File: config.mk
export PLATFORM = sky130hd
export DESIGN_NAME = lsa_aligner
export DESIGN_NICKNAME = d
export VERILOG_FILES = /design/src/rtl/lsa_pkg.sv /design/src/rtl/lsa_access_check.sv /design/src/rtl/lsa_store_lanes.sv /design/src/rtl/lsa_load_extract.sv /design/src/rtl/lsa_aligner.sv
export SDC_FILE = /design/constraint.sdc
export NUM_CORES = 1
export LEC_CHECK = 0
export BUFFER_PORTS_ARGS = -buffer_cell sky130_fd_sc_hd__buf_2
export CAP_MARGIN = 20
export CORE_MARGIN = 3
export CORE_UTILIZATION = 40
export CTS_CLUSTER_SIZE = 14
export DETAILED_ROUTE_END_ITERATION = 8
export PLACE_DENSITY = 0.75
export REMOVE_ABC_BUFFERS = 1
export SYNTH_ARGS = -nofsm -noshare
export SYNTH_HDL_FRONTEND = slang
export SYNTH_SLANG_ARGS = --single-unit
File: constraint.sdc
create_clock -name clk -period 3.1 [get_ports clk]
set_input_delay 0.155 -clock clk [delete_from_list [all_inputs] [get_ports clk]]
set_output_delay 0.155 -clock clk [all_outputs]
set_load 0.02 [all_outputs]
File: src/rtl/lsa_pkg.sv
// Shared constants and types for the load/store aligner.
// Assumes a slot of eight byte lanes so that the largest size code fits.
package lsa_pkg;
    localparam int BYTE_W = 8;

    typedef enum logic [1:0] {
        SZ_BYTE = 2'd0,
        SZ_HALF = 2'd1,
        SZ_WORD = 2'd2,
        SZ_DBL  = 2'd3
    } acc_size_e;
endpackage

File: src/rtl/lsa_access_check.sv
// Decodes size, lane offset and byte order into a legality flag, a
// right-justified byte mask and a lane shift count.
// Assumes LANES is a power of two and at least eight.
module lsa_access_check #(
    parameter int LANES = 8,
    localparam int OFF_W = $clog2(LANES),
    localparam int CNT_W = OFF_W + 1
) (
    input  logic [1:0]       size,
    input  logic [OFF_W-1:0] offset,
    input  logic             big_endian,
    output logic             misaligned,
    output logic [LANES-1:0] low_mask,
    output logic [CNT_W-1:0] shift,
    output logic [CNT_W-1:0] nbytes
);
    // Number of bytes the size code names.
    always_comb begin
        nbytes = CNT_W'(1) << size;
    end

    // Legality: offset must be a multiple of the access size.
    always_comb begin
        misaligned = |(offset & OFF_W'(nbytes - CNT_W'(1)));
    end

    // Right-justified mask covering the first nbytes lanes.
    always_comb begin
        for (int i = 0; i < LANES; i++) begin
            low_mask[i] = (i < int'(nbytes));
        end
    end

    // Lane shift: offset for little-endian, mirrored position for big-endian.
    always_comb begin
        if (misaligned) begin
            shift = '0;
        end else if (big_endian) begin
            shift = CNT_W'(LANES) - {1'b0, offset} - nbytes;
        end else begin
            shift = {1'b0, offset};
        end
    end
endmodule

File: src/rtl/lsa_store_lanes.sv
// Places the low bytes of the store value into their lanes and builds
// the matching byte enables. Assumes shift+bytes never exceeds LANES.
module lsa_store_lanes #(
    parameter int LANES = 8,
    localparam int DATA_W = LANES * lsa_pkg::BYTE_W,
    localparam int CNT_W = $clog2(LANES) + 1
) (
    input  logic [DATA_W-1:0] st_data,
    input  logic [LANES-1:0]  low_mask,
    input  logic [CNT_W-1:0]  shift,
    output logic [DATA_W-1:0] lane_data,
    output logic [LANES-1:0]  lane_en
);
    logic [DATA_W-1:0] trimmed;

    // Zero the bytes beyond the access size.
    for (genvar i = 0; i < LANES; i++) begin : g_trim
        assign trimmed[i*lsa_pkg::BYTE_W +: lsa_pkg::BYTE_W] =
            low_mask[i] ? st_data[i*lsa_pkg::BYTE_W +: lsa_pkg::BYTE_W] : '0;
    end

    // Move data and enables up to the addressed lanes.
    always_comb begin
        lane_data = trimmed << {shift, 3'b000};
        lane_en   = low_mask << shift;
    end
endmodule

File: src/rtl/lsa_load_extract.sv
// Pulls the addressed bytes out of a memory slot and extends them to
// the full slot width. Assumes nbytes is a power of two up to LANES.
module lsa_load_extract #(
    parameter int LANES = 8,
    localparam int DATA_W = LANES * lsa_pkg::BYTE_W,
    localparam int CNT_W = $clog2(LANES) + 1
) (
    input  logic [DATA_W-1:0] slot,
    input  logic [LANES-1:0]  low_mask,
    input  logic [CNT_W-1:0]  shift,
    input  logic [CNT_W-1:0]  nbytes,
    input  logic              sign_ext,
    output logic [DATA_W-1:0] value
);
    logic [DATA_W-1:0] justified;
    logic              top_bit;

    // Bring the addressed bytes down to lane zero.
    always_comb begin
        justified = slot >> {shift, 3'b000};
    end

    // Pick the most significant bit of the loaded object.
    always_comb begin
        top_bit = 1'b0;
        for (int i = 0; i < LANES; i++) begin
            if (i == int'(nbytes) - 1) begin
                top_bit = justified[i*lsa_pkg::BYTE_W + lsa_pkg::BYTE_W - 1];
            end
        end
    end

    // Keep object bytes, fill the rest with the extension byte.
    for (genvar i = 0; i < LANES; i++) begin : g_fill
        assign value[i*lsa_pkg::BYTE_W +: lsa_pkg::BYTE_W] =
            low_mask[i] ? justified[i*lsa_pkg::BYTE_W +: lsa_pkg::BYTE_W]
                        : {lsa_pkg::BYTE_W{top_bit & sign_ext}};
    end
endmodule

File: src/rtl/lsa_aligner.sv
// Load/store aligner for one byte-addressed memory slot with runtime
// byte-order selection. One register stage: every request is answered
// in the next cycle. Assumes rd_slot is the slot holding req_addr.
module lsa_aligner #(
    parameter int ADDR_W = 32,
    parameter int LANES  = 8,
    localparam int DATA_W = LANES * lsa_pkg::BYTE_W,
    localparam int OFF_W = $clog2(LANES),
    localparam int CNT_W = OFF_W + 1
) (
    input  logic              clk,
    input  logic              rst_n,
    input  logic              req_valid,
    input  logic              req_store,
    input  logic              req_signed,
    input  logic [1:0]        req_size,
    input  logic [ADDR_W-1:0] req_addr,
    input  logic              big_endian,
    input  logic [DATA_W-1:0] st_data,
    input  logic [DATA_W-1:0] rd_slot,
    output logic              mem_we,
    output logic [LANES-1:0]  mem_be,
    output logic [DATA_W-1:0] mem_wdata,
    output logic              ld_valid,
    output logic [DATA_W-1:0] ld_data,
    output logic              align_fault
);
    logic             bad_align;
    logic [LANES-1:0] size_mask;
    logic [CNT_W-1:0] lane_shift;
    logic [CNT_W-1:0] obj_bytes;
    logic [DATA_W-1:0] placed_data;
    logic [LANES-1:0]  placed_en;
    logic [DATA_W-1:0] loaded_val;

    lsa_access_check #(.LANES(LANES)) u_check (
        .size       (req_size),
        .offset     (req_addr[OFF_W-1:0]),
        .big_endian (big_endian),
        .misaligned (bad_align),
        .low_mask   (size_mask),
        .shift      (lane_shift),
        .nbytes     (obj_bytes)
    );

    lsa_store_lanes #(.LANES(LANES)) u_store (
        .st_data   (st_data),
        .low_mask  (size_mask),
        .shift     (lane_shift),
        .lane_data (placed_data),
        .lane_en   (placed_en)
    );

    lsa_load_extract #(.LANES(LANES)) u_load (
        .slot     (rd_slot),
        .low_mask (size_mask),
        .shift    (lane_shift),
        .nbytes   (obj_bytes),
        .sign_ext (req_signed),
        .value    (loaded_val)
    );

    // Register the store side; enables only on a legal store.
    always_ff @(posedge clk) begin
        if (!rst_n) begin
            mem_we    <= 1'b0;
            mem_be    <= '0;
            mem_wdata <= '0;
        end else begin
            mem_we    <= req_valid && req_store && !bad_align;
            mem_be    <= (req_valid && req_store && !bad_align) ? placed_en : '0;
            mem_wdata <= (req_valid && req_store && !bad_align) ? placed_data : '0;
        end
    end

    // Register the load side and the fault pulse.
    always_ff @(posedge clk) begin
        if (!rst_n) begin
            ld_valid    <= 1'b0;
            ld_data     <= '0;
            align_fault <= 1'b0;
        end else begin
            ld_valid    <= req_valid && !req_store && !bad_align;
            ld_data     <= (req_valid && !req_store && !bad_align) ? loaded_val : '0;
            align_fault <= req_valid && bad_align;
        end
    end
endmodule

Yosys cells after proc, flatten, opt, wreduce, memory -nomap -nowiden:

Index checks and enable logic that the tools add are counted.

* register bits after elaboration: 139
* output and inout bits: 139

* add/sub/neg operators: 4
* order comparisons: 8
* eq/ne operators: 7
* shift operators: 4
* muxes and demuxes: 26
* bitwise operators: 2
* reduce and logical (&&, ||, !) cells: 11

Operators with widths (number)
* 4-bit by 32-bit == test with 1-bit output (first input constant): 4
* 8-bit 2-to-1 mux: 16
* 3-bit by 32-bit == test with 1-bit output (first input constant): 2
* 64-bit by 7-bit << shifter with 64-bit output: 1
* 64-bit by 7-bit >> shifter with 64-bit output: 1
* 2-bit by 32-bit == test with 1-bit output (first input constant): 1
* 32-bit logical NOT: 1
* 3-bit by 4-bit < comparator with 1-bit output (first input constant): 4
* 1-bit by 4-bit < comparator with 1-bit output (first input constant): 2
* 2-bit by 4-bit < comparator with 1-bit output (first input constant): 2
* 1-bit 2-to-1 mux: 8
* 4-bit 2-to-1 mux: 2
* 8-bit by 4-bit << shifter with 8-bit output: 1
* 1-bit logical AND: 5
* 4-bit by 1-bit subtractor with 5-bit output (second input constant): 1
* 2-bit AND reduction: 2
* 1-bit by 2-bit << shifter with 4-bit output (first input constant): 1
* 4-bit by 3-bit subtractor with 4-bit output (first input constant): 1
* 4-bit subtractor: 1
* 3-bit AND: 1
* 3-bit OR reduction: 1
* 3-bit by 1-bit subtractor with 3-bit output (second input constant): 1
* 1-bit logical NOT: 2
* 1-bit AND: 1

Logic depth before layout (Yosys ltp):

* depth in word-level cells: 16
* depth in mapped cells: 16
* depth with buffers taken out: 13

Hierarchy:

From an unflattened synthesis, not the netlist that was laid out.

* cells, all modules: 1152
* area, all modules: 9530.4 um^2

Modules (own cells, without submodules)
* lsa_aligner: instances 1, cells each 293, area each 3817.4 um^2
* lsa_load_extract: instances 1, cells each 404, area each 2987.9 um^2
* lsa_store_lanes: instances 1, cells each 418, area each 2433.6 um^2
* lsa_access_check: instances 1, cells each 37, area each 291.5 um^2

Worst setup path before layout:

Ideal clock, no wire load.

* path type: input to register
* from: in req_size[1]
* to: reg ld_data[39]
* arrival time: 3182 ps
* data required time: 2980 ps
* setup slack: -202 ps
* stages on the path: 15
* path buffers: 4
* path through: buf_2 > clkbuf_1 > clkbuf_1 > nand2b_1 > ha_1 > inv_1 > fa_1 > xor2_1 > xnor2_1 > o22ai_2 > o221ai_1 > a21oi_1 > o221ai_4 > buf_6 > o21ai_2

* longest elaborated chain between the ends: 16
* elaborated cells between the ends (all ways): 31
* classes of those cells: add/sub: 3; order compare: 1; eq/ne: 7; shift: 2; mux: 11; bitwise: 2; reduce/logical: 5

RTL lines
* start, declared: line lsa_aligner.sv:16 `input logic [1:0] req_size,`
* 1-bit by 2-bit << shifter with 4-bit output *: line lsa_access_check.sv:19 `nbytes = CNT_W'(1) << size;`
* 3-bit by 1-bit subtractor with 3-bit output: line lsa_access_check.sv:24 `misaligned = |(offset & OFF_W'(nbytes - CNT_W'(1)));`
* 3-bit AND: line lsa_access_check.sv:24
* 3-bit OR reduction: line lsa_access_check.sv:24
* 4-bit 2-to-1 mux: line lsa_access_check.sv:36 `if (misaligned) begin`
* 64-bit by 7-bit >> shifter with 64-bit output: line lsa_load_extract.sv:20 `justified = slot >> {shift, 3'b000};`
* 1-bit 2-to-1 mux (8 in series): line lsa_load_extract.sv:27 `if (i == int'(nbytes) - 1) begin`
* 1-bit AND: line lsa_load_extract.sv:37 `: {lsa_pkg::BYTE_W{top_bit & sign_ext}};`
* 8-bit 2-to-1 mux: line lsa_load_extract.sv:36 `low_mask[i] ? justified[i*lsa_pkg::BYTE_W +: lsa_pkg::BYTE_W]`
* end signal, assigned: line lsa_aligner.sv:84 `ld_data <= (req_valid && !req_store && !bad_align) ? loaded_val : '0;`
* end, declared: line lsa_aligner.sv:25 `output logic [DATA_W-1:0] ld_data,`

Every way passes the cells marked *; elsewhere a longest branch is shown, timed or not.
A chain may end at the register's enable or synchronous reset.

Worst setup path in the final report:

* from: in req_size[0]
* to: reg ld_data[27]

Same word-level chain as after synthesis.

==> flow_metrics.tcl <==
set metrics [dict create \
    outcome "complete, no violations" \
    core_um2 18300 \
    yosysWarningCount 0 \
    avgSynthCellArea_um2 8.69 \
    fin_ws_ns 0.424 \
    drv_cap 0 \
    overflow 0 \
    post_cts_resized 0 \
    synth_cell_type_count 67 \
    drcViolationCount 0 \
    start_kind "input port" \
    netlist_area_um2 7560 \
    antenna_found_initial 3 \
    synth-xor-area-share_pct 0.348 \
    hp-class "in -> reg" \
    clockRootBuffer "clkbuf_16" \
    final_cell_mix "277 x buf_2, 141 x nand2_1, 139 x dfxtp_1, 59 x nor2_1, 55 x mux2i_1" \
    worst_path_largest_cell_delay_ns 0.70 \
    row_count 49 \
    num_vias 8279 \
    period_share_pct 86.3 \
    synthSimpleGateAreaFrac_pct 18.8 \
    synth_top_family_by_area "compound AO/OA/AOI/OAI gates" \
    worstPathMaxFanout 7 \
    wl_per_cell_um 20.4 \
    die-area_um2 20600 \
    syn_inst 870 \
    grt_pass1_vias 7753 \
    grt.total_usage_pct 26.8 \
    cts_made_buffers 17 \
    hold_ws_ns 0.00499 \
    first_iter_violations 1009 \
    ys_ff_latch 139 \
    drive_gt1_share_pct 37.3 \
    synth_fa_ha_area_share_pct 0.927 \
    io_buffers 277 \
    ir_drop_uv 361 \
    path_cells "buf_2, nor2_1, inv_1, ha_1, ha_1, inv_1, fa_1, nand2b_1, and2_1, nand2b_2, nor2_1, a32oi_1, o21ai_2" \
    regArea_um2 2780 \
    min_to "align_fault" \
    dp_slack_ns 0.0866 \
    fmax_ghz 0.374 \
    cts_sinks 139 \
    antenna_left 0 \
    holdCritStartpoint "rst_n" \
    synth_compound_area_share_pct 25.1 \
    synthArstFlopShare_pct 0 \
    multiInputGateArea_um2 4350 \
    vias_per_cell 5.91 \
    grt_pass1_wl_um 42900 \
    yosysSeqAreaShare_pct 36.8 \
    crit_path_start "req_size[0]" \
    worstSetupPathType "in -> reg" \
    critPathTopFamily "simple AND/OR/NAND/NOR gates" \
    final_common_cell "buf_2" \
    start_util_pct 41.4 \
    slew_headroom_pct 39.4 \
    finalHoldViolCount 0 \
    grt_max_degree 56 \
    area_delta_synth_final_pct 32.8 \
    cp-end-kind "register" \
    die_y_um 143 \
    min_path_cells 3 \
    synthMuxAreaShare_pct 12.2 \
    routabilityCongestion 0.891 \
    wl_um 28700 \
    fin_cells 1402 \
    die_width_um 143 \
    tightest_slew_ns 0.906 \
    arrival_ns 3.04 \
    p_per_area_nw_per_um2 517 \
    p_leak_nw 4.66 \
    critPathRequiredTime_ns 3.46 \
    fin_crit_ns 2.68 \
    fillers 1670 \
    cts_htree_levels 4 \
    dpl.cell_count 1357 \
    post-route-util_pct 54.9 \
    synth_flop_cell "dfxtp_1" \
    synth_edf_count 0 \
    cp.buffers_inverters 3 \
    path_clk_slew_ns 0.06 \
    clockBufferDepth 2 \
    cpMaxStageDelayCell "nor2_1" \
    fin_total_pwr_mw 5.19 \
    dpl.hpwl_um 20400 \
    nNetsFinal 1329 \
    setup_violations 0 \
    slew_violations 0 \
    cts_tree "done" \
    rsz0062_at_grt "false" \
    ioPinCount 307 \
    dr.pass1.iters 6 \
]
[cell type report]
cell class / instances / share of cell area (%)
inverter: 11 / 0.461
multi-input combinational: 651 / 43.4
clock buffer: 20 / 4.45
sequential: 139 / 27.7
antenna: 4 / 0.0997
clock inverter: 12 / 1.71
tap: 229 / 2.86
timing repair buffer: 336 / 19.3
[cells in the mapped netlist (7+ instances only)]
cell type	instances	area share (%)
and2_1	12	0.99
mux4_2	8	2.4
o31ai_1	8	0.79
a21oi_2	7	0.81
o21ai_2	16	1.9
nor2b_1	22	1.8
a22oi_1	10	0.99
nor3_1	7	0.46
buf_4	10	0.99
mux2_2	13	1.9
a211oi_1	22	2.2
mux2i_1	55	7.3
o21ai_0	22	1.5
inv_1	8	0.40
o22ai_1	23	1.9
o22a_1	7	0.81
buf_2	27	1.8
o21ai_1	8	0.53
and3_1	10	0.83
clkbuf_1	21	1.0
nand2_1	142	7.1
a32oi_1	13	1.5
a31oi_1	11	0.91
a21oi_1	55	3.6
a22o_1	8	0.93
buf_6	9	1.3
dfxtp_1	139	37
a32o_1	7	0.93
nand3_1	43	2.8
nor2_1	60	3.0
[flip-flops by register name, summed over array words and instances, names as in the netlist]
| signal | flops |
|---|---|
| align_fault | 1 |
| ld_data | 64 |
| mem_wdata | 64 |
| mem_we | 1 |
| mem_be | 8 |
| ld_valid | 1 |
[worst max path at each step]
stage	endpoint	slack [ns]	cells past startpoint
floorplan	mem_wdata[48]	-3.52	8
global placement	ld_data[32]	0.16	14
detailed placement	ld_data[25]	0.09	13
CTS	ld_data[25]	0.50	13
global route	mem_wdata[49]	0.24	10
finish	ld_data[27]	0.42	13
[report_power, final]
group	leakage [nW]	switching (mW)	internal [mW]
sequential	1.12	0.00694	1.81
clock	0.296	0.787	1.36
combinational	3.24	0.732	0.492
total	4.66	1.53	3.67
[cells by family (layout without fill, tap and decap cells)]
family,Yosys count,count (layout)
AOI/OAI and AO/OA,253,253
xor gates and xnor gates,3,3
adders and majority gates,5,5
buffers and inverters,80,379
DFF,139,139
muxes,79,79
other,0,4
and+or+nand+nor,311,311
[tightest hold or removal path, cell delays in order]
cell and delay [ns]:
buf_2 0.07, nand2_1 0.08, nor2_1 0.09
[metal layers]
layer / up-vias / GRT usage, % / routed length [um]
met4: 2 / 13.0 / 1380
met5: - / 0 / 7
li1: 3733 / - / -
met1: 3827 / 35.3 / 11300
met3: 122 / 7.19 / 3000
met2: 595 / 40.7 / 12900
[per-stage QoR]
step                cell area, um2  setup TNS (ns)
CTS                          10000               0
global placement              9320               0
global route                 10000               0
detailed placement            9320               0
floorplan                     7160         -329.62
finish                       10000               0
[repair_timing]
item | 4_1_cts | 5_1_grt
setup buffers | 0 | 0
setup endpoints to repair | 0 | 0
endpoints found under the hold margin | 9 | 0
hold buffers | 9 | 0
No activity file was read; power rests on OpenSTA's default activity.
